$ cat config.mk
export PLATFORM = sky130hd
export DESIGN_NAME = store_buffer
export DESIGN_NICKNAME = d
export VERILOG_FILES = /design/src/rtl/sbuf_pkg.sv /design/src/rtl/sbuf_ring.sv /design/src/rtl/sbuf_drain.sv /design/src/rtl/sbuf_fwd.sv /design/src/rtl/store_buffer.sv
export SDC_FILE = /design/constraint.sdc
export NUM_CORES = 2
export LEC_CHECK = 0
export BUFFER_PORTS_ARGS = -buffer_cell sky130_fd_sc_hd__buf_2
export CAP_MARGIN = 20
export CORE_UTILIZATION = 55
export DETAILED_ROUTE_END_ITERATION = 16
export PLACE_DENSITY_LB_ADDON = 0.15
export REMOVE_ABC_BUFFERS = 1
export SLEW_MARGIN = 40
export SYNTH_ARGS = -nofsm -noshare
export SYNTH_HDL_FRONTEND = slang
export SYNTH_SLANG_ARGS = --single-unit
$ cat constraint.sdc
create_clock -name clk -period 9.7 [get_ports clk]
set_clock_uncertainty 0.2 [all_clocks]
set_input_delay 1.94 -clock clk [delete_from_list [all_inputs] [get_ports clk]]
set_output_delay 1.94 -clock clk [all_outputs]
set_load 0.02 [all_outputs]
$ cat src/rtl/sbuf_pkg.sv
package sbuf_pkg;

  // Position k steps after base on a ring of the given depth.
  function automatic int unsigned ring_add(input int unsigned base,
                                           input int unsigned step,
                                           input int unsigned depth);
    return (base + step) % depth;
  endfunction

  // Occupancy after one optional push and one optional pop.
  function automatic int unsigned occ_after(input int unsigned occ,
                                            input logic push,
                                            input logic pop);
    return occ + (push ? 1 : 0) - (pop ? 1 : 0);
  endfunction

endpackage

$ cat src/rtl/sbuf_ring.sv
module sbuf_ring
  import sbuf_pkg::*;
#(
  parameter int DEPTH = 8,
  parameter int AW    = 32,
  parameter int DW    = 32,
  localparam int PW   = $clog2(DEPTH),
  localparam int CW   = $clog2(DEPTH + 1)
) (
  input  logic          clk,
  input  logic          rst_n,
  input  logic          push,
  input  logic [AW-1:0] push_addr,
  input  logic [DW-1:0] push_data,
  input  logic          pop,
  output logic [CW-1:0] count,
  output logic          full,
  output logic [PW-1:0] head,
  output logic [AW-1:0] head_addr,
  output logic [DW-1:0] head_data,
  output logic [AW-1:0] ent_addr [DEPTH],
  output logic [DW-1:0] ent_data [DEPTH]
);

  logic [AW-1:0] addr_q [DEPTH];
  logic [DW-1:0] data_q [DEPTH];
  logic [PW-1:0] head_q, tail_q;
  logic [CW-1:0] count_q;

  always_ff @(posedge clk) begin
    if (!rst_n) begin
      head_q  <= '0;
      tail_q  <= '0;
      count_q <= '0;
    end else begin
      if (push) tail_q <= PW'(ring_add(int'(tail_q), 1, DEPTH));
      if (pop)  head_q <= PW'(ring_add(int'(head_q), 1, DEPTH));
      count_q <= CW'(occ_after(int'(count_q), push, pop));
    end
  end

  always_ff @(posedge clk) begin
    if (push) begin
      addr_q[tail_q] <= push_addr;
      data_q[tail_q] <= push_data;
    end
  end

  always_comb begin
    count     = count_q;
    full      = (count_q == CW'(DEPTH));
    head      = head_q;
    head_addr = addr_q[head_q];
    head_data = data_q[head_q];
    ent_addr  = addr_q;
    ent_data  = data_q;
  end

  // never written past capacity
  a_r2_no_overflow: assert property (@(posedge clk) disable iff (!rst_n)
    push |-> (count_q < CW'(DEPTH)));

  // a slot can only be released when one is held
  a_r4_no_underflow: assert property (@(posedge clk) disable iff (!rst_n)
    pop |-> (count_q != '0));

endmodule

$ cat src/rtl/sbuf_drain.sv
module sbuf_drain (
  input  logic clk,
  input  logic rst_n,
  input  logic have_entry,
  input  logic mem_ready,
  input  logic mem_ack,
  output logic mem_valid,
  output logic entry_done,
  output logic inflight
);

  logic inflight_q;
  logic issue;

  always_comb begin
    mem_valid  = have_entry && !inflight_q;
    issue      = mem_valid && mem_ready;
    entry_done = mem_ack && inflight_q;
    inflight   = inflight_q;
  end

  always_ff @(posedge clk) begin
    if (!rst_n)          inflight_q <= 1'b0;
    else if (issue)      inflight_q <= 1'b1;
    else if (entry_done) inflight_q <= 1'b0;
  end

  // acknowledges only arrive for an outstanding write
  a_r3_ack_needs_inflight: assert property (@(posedge clk) disable iff (!rst_n)
    mem_ack |-> inflight_q);

  // after a handshake, no new request until the acknowledge
  a_r3_single_outstanding: assert property (@(posedge clk) disable iff (!rst_n)
    (mem_valid && mem_ready) |=> !mem_valid);

  // a stalled request stays valid
  a_r10_hold_valid: assert property (@(posedge clk) disable iff (!rst_n)
    (mem_valid && !mem_ready) |=> mem_valid);

endmodule

$ cat src/rtl/sbuf_fwd.sv
module sbuf_fwd
  import sbuf_pkg::*;
#(
  parameter int DEPTH = 8,
  parameter int AW    = 32,
  parameter int DW    = 32,
  localparam int PW   = $clog2(DEPTH),
  localparam int CW   = $clog2(DEPTH + 1)
) (
  input  logic [AW-1:0] ent_addr [DEPTH],
  input  logic [DW-1:0] ent_data [DEPTH],
  input  logic [PW-1:0] head,
  input  logic [CW-1:0] count,
  input  logic [AW-1:0] ld_addr,
  output logic          hit,
  output logic [DW-1:0] data
);

  // Scan oldest to youngest; a later match overrides an earlier one.
  always_comb begin
    logic [PW-1:0] slot;
    hit  = 1'b0;
    data = '0;
    slot = '0;
    for (int i = 0; i < DEPTH; i++) begin
      slot = PW'(ring_add(int'(head), i, DEPTH));
      if ((i < int'(count)) && (ent_addr[slot] == ld_addr)) begin
        hit  = 1'b1;
        data = ent_data[slot];
      end
    end
  end

endmodule

$ cat src/rtl/store_buffer.sv
module store_buffer
  import sbuf_pkg::*;
#(
  parameter int DEPTH = 8,
  parameter int AW    = 32,
  parameter int DW    = 32
) (
  input  logic          clk,
  input  logic          rst_n,
  input  logic          st_valid,
  output logic          st_ready,
  input  logic [AW-1:0] st_addr,
  input  logic [DW-1:0] st_data,
  input  logic          bar_req,
  output logic          bar_busy,
  input  logic [AW-1:0] ld_addr,
  output logic          ld_hit,
  output logic [DW-1:0] ld_data,
  output logic          mem_req_valid,
  input  logic          mem_req_ready,
  output logic [AW-1:0] mem_req_addr,
  output logic [DW-1:0] mem_req_data,
  input  logic          mem_ack
);

  localparam int PW = $clog2(DEPTH);
  localparam int CW = $clog2(DEPTH + 1);

  // Named internal events
  logic          st_push;
  logic          entry_done;
  logic          ring_full;
  logic          inflight;
  logic [CW-1:0] occ;
  logic [CW-1:0] occ_next;
  logic [PW-1:0] head;
  logic          bar_q;
  logic [AW-1:0] ent_addr [DEPTH];
  logic [DW-1:0] ent_data [DEPTH];

  always_comb begin
    st_ready = !ring_full && !bar_q;
    st_push  = st_valid && st_ready;
    occ_next = CW'(occ_after(int'(occ), st_push, entry_done));
    bar_busy = bar_q;
  end

  sbuf_ring #(.DEPTH(DEPTH), .AW(AW), .DW(DW)) ring_i (
    .clk       (clk),
    .rst_n     (rst_n),
    .push      (st_push),
    .push_addr (st_addr),
    .push_data (st_data),
    .pop       (entry_done),
    .count     (occ),
    .full      (ring_full),
    .head      (head),
    .head_addr (mem_req_addr),
    .head_data (mem_req_data),
    .ent_addr  (ent_addr),
    .ent_data  (ent_data)
  );

  sbuf_drain drain_i (
    .clk        (clk),
    .rst_n      (rst_n),
    .have_entry (occ != '0),
    .mem_ready  (mem_req_ready),
    .mem_ack    (mem_ack),
    .mem_valid  (mem_req_valid),
    .entry_done (entry_done),
    .inflight   (inflight)
  );

  sbuf_fwd #(.DEPTH(DEPTH), .AW(AW), .DW(DW)) fwd_i (
    .ent_addr (ent_addr),
    .ent_data (ent_data),
    .head     (head),
    .count    (occ),
    .ld_addr  (ld_addr),
    .hit      (ld_hit),
    .data     (ld_data)
  );

  // Barrier: busy while anything accepted before it remains unacknowledged.
  // A store taken in the same cycle counts as earlier than the barrier.
  always_ff @(posedge clk) begin
    if (!rst_n) bar_q <= 1'b0;
    else        bar_q <= (bar_q || bar_req) && (occ_next != '0);
  end

  // barrier only ends once the queue is empty
  a_r6_busy_ends_empty: assert property (@(posedge clk) disable iff (!rst_n)
    $fell(bar_busy) |-> (occ == '0));

  // barrier ends right after an acknowledge
  a_r6_busy_ends_on_ack: assert property (@(posedge clk) disable iff (!rst_n)
    $fell(bar_busy) |-> $past(mem_ack));

  // no store enters while a barrier is in progress
  a_r5_no_store_in_barrier: assert property (@(posedge clk) disable iff (!rst_n)
    bar_busy |=> (occ <= $past(occ)));

  // barrier on an empty queue completes immediately
  a_r7_empty_barrier: assert property (@(posedge clk) disable iff (!rst_n)
    (bar_req && !bar_busy && occ == '0 && !st_valid) |=> !bar_busy);

  // store plus barrier together leaves the barrier pending
  a_r8_store_then_barrier: assert property (@(posedge clk) disable iff (!rst_n)
    (st_push && bar_req) |=> bar_busy);

  // occupancy drops only through an acknowledge
  a_r4_free_on_ack: assert property (@(posedge clk) disable iff (!rst_n)
    (occ < $past(occ)) |-> $past(mem_ack && inflight));

  // a stalled request holds its payload
  a_r10_payload_stable: assert property (@(posedge clk) disable iff (!rst_n)
    (mem_req_valid && !mem_req_ready) |=> ($stable(mem_req_addr) && $stable(mem_req_data)));

endmodule

==> impl_metrics.yaml <==
cells_and_area:
  fin_area_um2: 46600
  fillers: 6048
  areaGrowthSynthToFinish_pct: 8.31
  nNetsFinal: 3552
  fin_cells: 4532
  drive_gt1_frac: 0.293
worst_setup_path:
  worst_r2r_endpoint: "ring_i.ent_addr[156]"
  start_kind: "register"
  reg2regPathDepth: 6
  rr_startpoint: "ring_i.count[1]"
  critical_path_peak_fanout: 49
  endpoint: "ld_data[29]"
  criticalPathCategory: "register to primary output"
  critical_path.startpoint: "ring_i.head[0]"
  cp-end-kind: "primary output"
  critPathRequiredTime_ns: 7.56
  worstPathArrival_ns: 6.89
  reg2reg_slack_ns: 6.11
clock_tree:
  cts_sinks: 524
  cts_hold_buf: 0
  clk_pin_slew_ns: 0.06
  ctsResizeCount: 0
  post-cts-setup-buffers: 0
  cts_root_buffer: "clkbuf_16"
  cts_tree: "built"
  cts_buffers: 60
  cts_max_level: 2
  clk-insertion-delay-late_ns: 0.66
  clockBufferDepth: 3
floorplanning:
  coreArea_um2: 77500
  die_h_um: 282
  start_util: 0.555
  core.rowCount: 102
  die_w_um: 282
  die-area_um2: 79300
  ios: 202
grt:
  grt_pass1_wl_um: 229000
  antenna_found_initial: 14
  grtUsageTotal: 0.402
  grt_pass1_vias: 32754
  grt_max_degree: 120
  overflow: 0
yosys:
  avgSynthCellArea_um2: 12.6
  async_flop_share: 0
  synth_edf_count: 512
  synthFlopType: "edfxtp_1"
  synth_cell_type_count: 93
  postSynthCellCount: 3418
  ys_ff_latch: 524
  syn-cell-area_um2: 43000
  yosysSeqAreaShare: 0.363
  yosys_warnings: 0
run_status:
  outcome: "completed"
pwr:
  power_leakage_nw: 14.4
  powerDensity_nw_per_um2: 181
  peakVddDrop_mv: 0.184
routing:
  firstDrtPassIters: 9
  first_iter_violations: 5406
  wl_um: 161000
  vias: 34637
  ant_nets: 0
  via_per_inst: 7.64
  wl_per_cell_um: 35.4
  drc_errors: 0
place:
  portBuffers: 201
  place_inst: 4417
  placed_area_um2: 44500
  dp_hpwl_um: 110000
  routabilityCongestion: 1.08
sta:
  drv_slew: 0
  rsz0062_at_grt: "false"
  finalCritPeriodShare: 0.931
  min_period_ns: 9.03
  tightest_slew_ns: 0.960
  fmax_ghz: 0.111
  setup_viol: 0
  hold_viol: 0
  slew_headroom: 0.353
job:
  maxCapViolations: 0
worst_hold_path:
  hp-class: "register to register"
worst min path at each step:
stage / startpoint / end / slack, ns / depth (start not counted)
floorplan: ring_i.tail_q[1] / ring_i.tail_q[1] / 0.30 / 2
global placement: ring_i.tail_q[1] / ring_i.tail_q[1] / 0.35 / 2
detailed placement: bar_busy / bar_busy / 0.38 / 2
CTS: ring_i.tail_q[1] / ring_i.tail_q[1] / 0.39 / 2
global route: bar_busy / bar_busy / 0.43 / 2
finish: ring_i.tail_q[1] / ring_i.tail_q[1] / 0.39 / 2
state kept, by name (all words and copies together), names as in the netlist:
register / flops
ring_i.tail_q: 3
drain_i.inflight: 1
ring_i.ent_data: 256
ring_i.head: 3
ring_i.ent_addr: 256
bar_busy: 1
ring_i.count: 4
per-stage QoR:
step	setup WS, ns	hold WS (ns)	utilization	TNS [ns]	total power [W]
detailed placement	1.52	0.378	0.574	0	0.00596
finish	0.672	0.392	0.601	0	0.00842
global route	0.478	0.429	0.601	0	0.00866
CTS	0.813	0.391	0.601	0	0.00836
floorplan	-34.65	0.304	-	-1986.36	0.00569
global placement	1.55	0.346	0.571	0	0.00589
cells by family (layout without fill, tap and decap cells):
kind of cell | after synthesis | in the layout | share of synthesized area
AOI/OAI and AO/OA | 469 | 469 | 0.0765
other | 0 | 6 | 0
buffers and inverters | 373 | 441 | 0.0506
muxes | 803 | 803 | 0.347
xor gates and xnor gates | 236 | 236 | 0.0482
adders and majority gates | 11 | 11 | 0.00337
DFF | 524 | 524 | 0.363
and+or+nand+nor | 1002 | 1002 | 0.111
placed cells by master (no fill, tap or decap), types with 64 or more instances in the layout:
| master | n |
|---|---|
| buf_4 | 64 |
| a21oi_1 | 74 |
| xnor2_1 | 215 |
| nor2_1 | 245 |
| nand2_1 | 363 |
| mux4_2 | 458 |
| nand3_1 | 117 |
| nand4_1 | 72 |
| mux2_2 | 115 |
| mux2i_1 | 165 |
| o22ai_1 | 80 |
| buf_2 | 201 |
| edfxtp_1 | 512 |
final cells by class:
| class | count | area, µm² | share of cell area |
|---|---|---|---|
| Multi-Input combinational cell | 2521 | 25500 | 0.546 |
| Sequential cell | 524 | 15600 | 0.335 |
| Timing Repair Buffer | 291 | 1940 | 0.0417 |
| Clock buffer | 67 | 1550 | 0.0333 |
| Tap cell | 1040 | 1300 | 0.0279 |
| Clock inverter | 42 | 544 | 0.0117 |
| Inverter | 41 | 154 | 0.00330 |
| Antenna cell | 6 | 15.0 | 0.000322 |
synth_stat cells (7+ instances only):
master	number	area, µm²
mux2i_1	165	1650
o211ai_1	40	300
and2b_1	20	150
nand2_1	363	1360
edfxtp_1	512	15400
mux4_4	11	275
mux4_1	53	1390
mux4_2	458	10300
inv_1	24	90.1
buf_4	30	225
o21a_1	7	52.6
o32a_1	31	310
o31ai_1	36	270
clkbuf_8	21	289
o22ai_1	80	500
and2_1	14	87.6
a22oi_1	30	225
buf_1	40	150
nor2_1	248	931
clkbuf_1	135	507
dfxtp_1	12	240
nor4b_1	35	307
nor2b_1	28	175
o21ai_0	35	175
nor3_1	24	120
nand3_1	117	586
nor4_1	21	131
nand4_1	72	450
xnor2_1	220	1930
a2bb2oi_1	8	70.1
mux2_2	115	1290
buf_6	27	304
ha_1	10	125
clkinv_1	13	48.8
buf_2	61	305
a21oi_1	74	370
xor2_1	15	131
a221oi_1	15	131
o2111ai_1	11	96.3
a31oi_1	46	288
nand2b_1	13	81.3
per-layer routing:
metal / wire, µm / vias up / track usage
li1: - / 13843 / -
met1: 57900 / 17524 / 0.531
met2: 72800 / 2677 / 0.617
met3: 19900 / 579 / 0.0985
met4: 9940 / 14 / 0.211
met5: 99 / - / 0
where the power goes:
group          switching [W]  internal [W]
sequential          0.000147       0.00266
clock               0.000994       0.00142
combinational        0.00189       0.00131
total                0.00303       0.00539
worst max-delay path, stage by stage (launching register included):
cell,delay [ns]
dfxtp_4,0.76
inv_1,0.20
ha_4,0.70
buf_12,0.39
mux2_2,0.22
a2bb2oi_1,0.58
o2111ai_1,0.42
or4_1,0.53
o21a_1,0.12
or4_1,0.55
o31ai_4,0.26
buf_4,0.59
o22ai_1,0.20
a31oi_1,0.37
buf_2,0.25
Power figures use the tool's default switching activity.
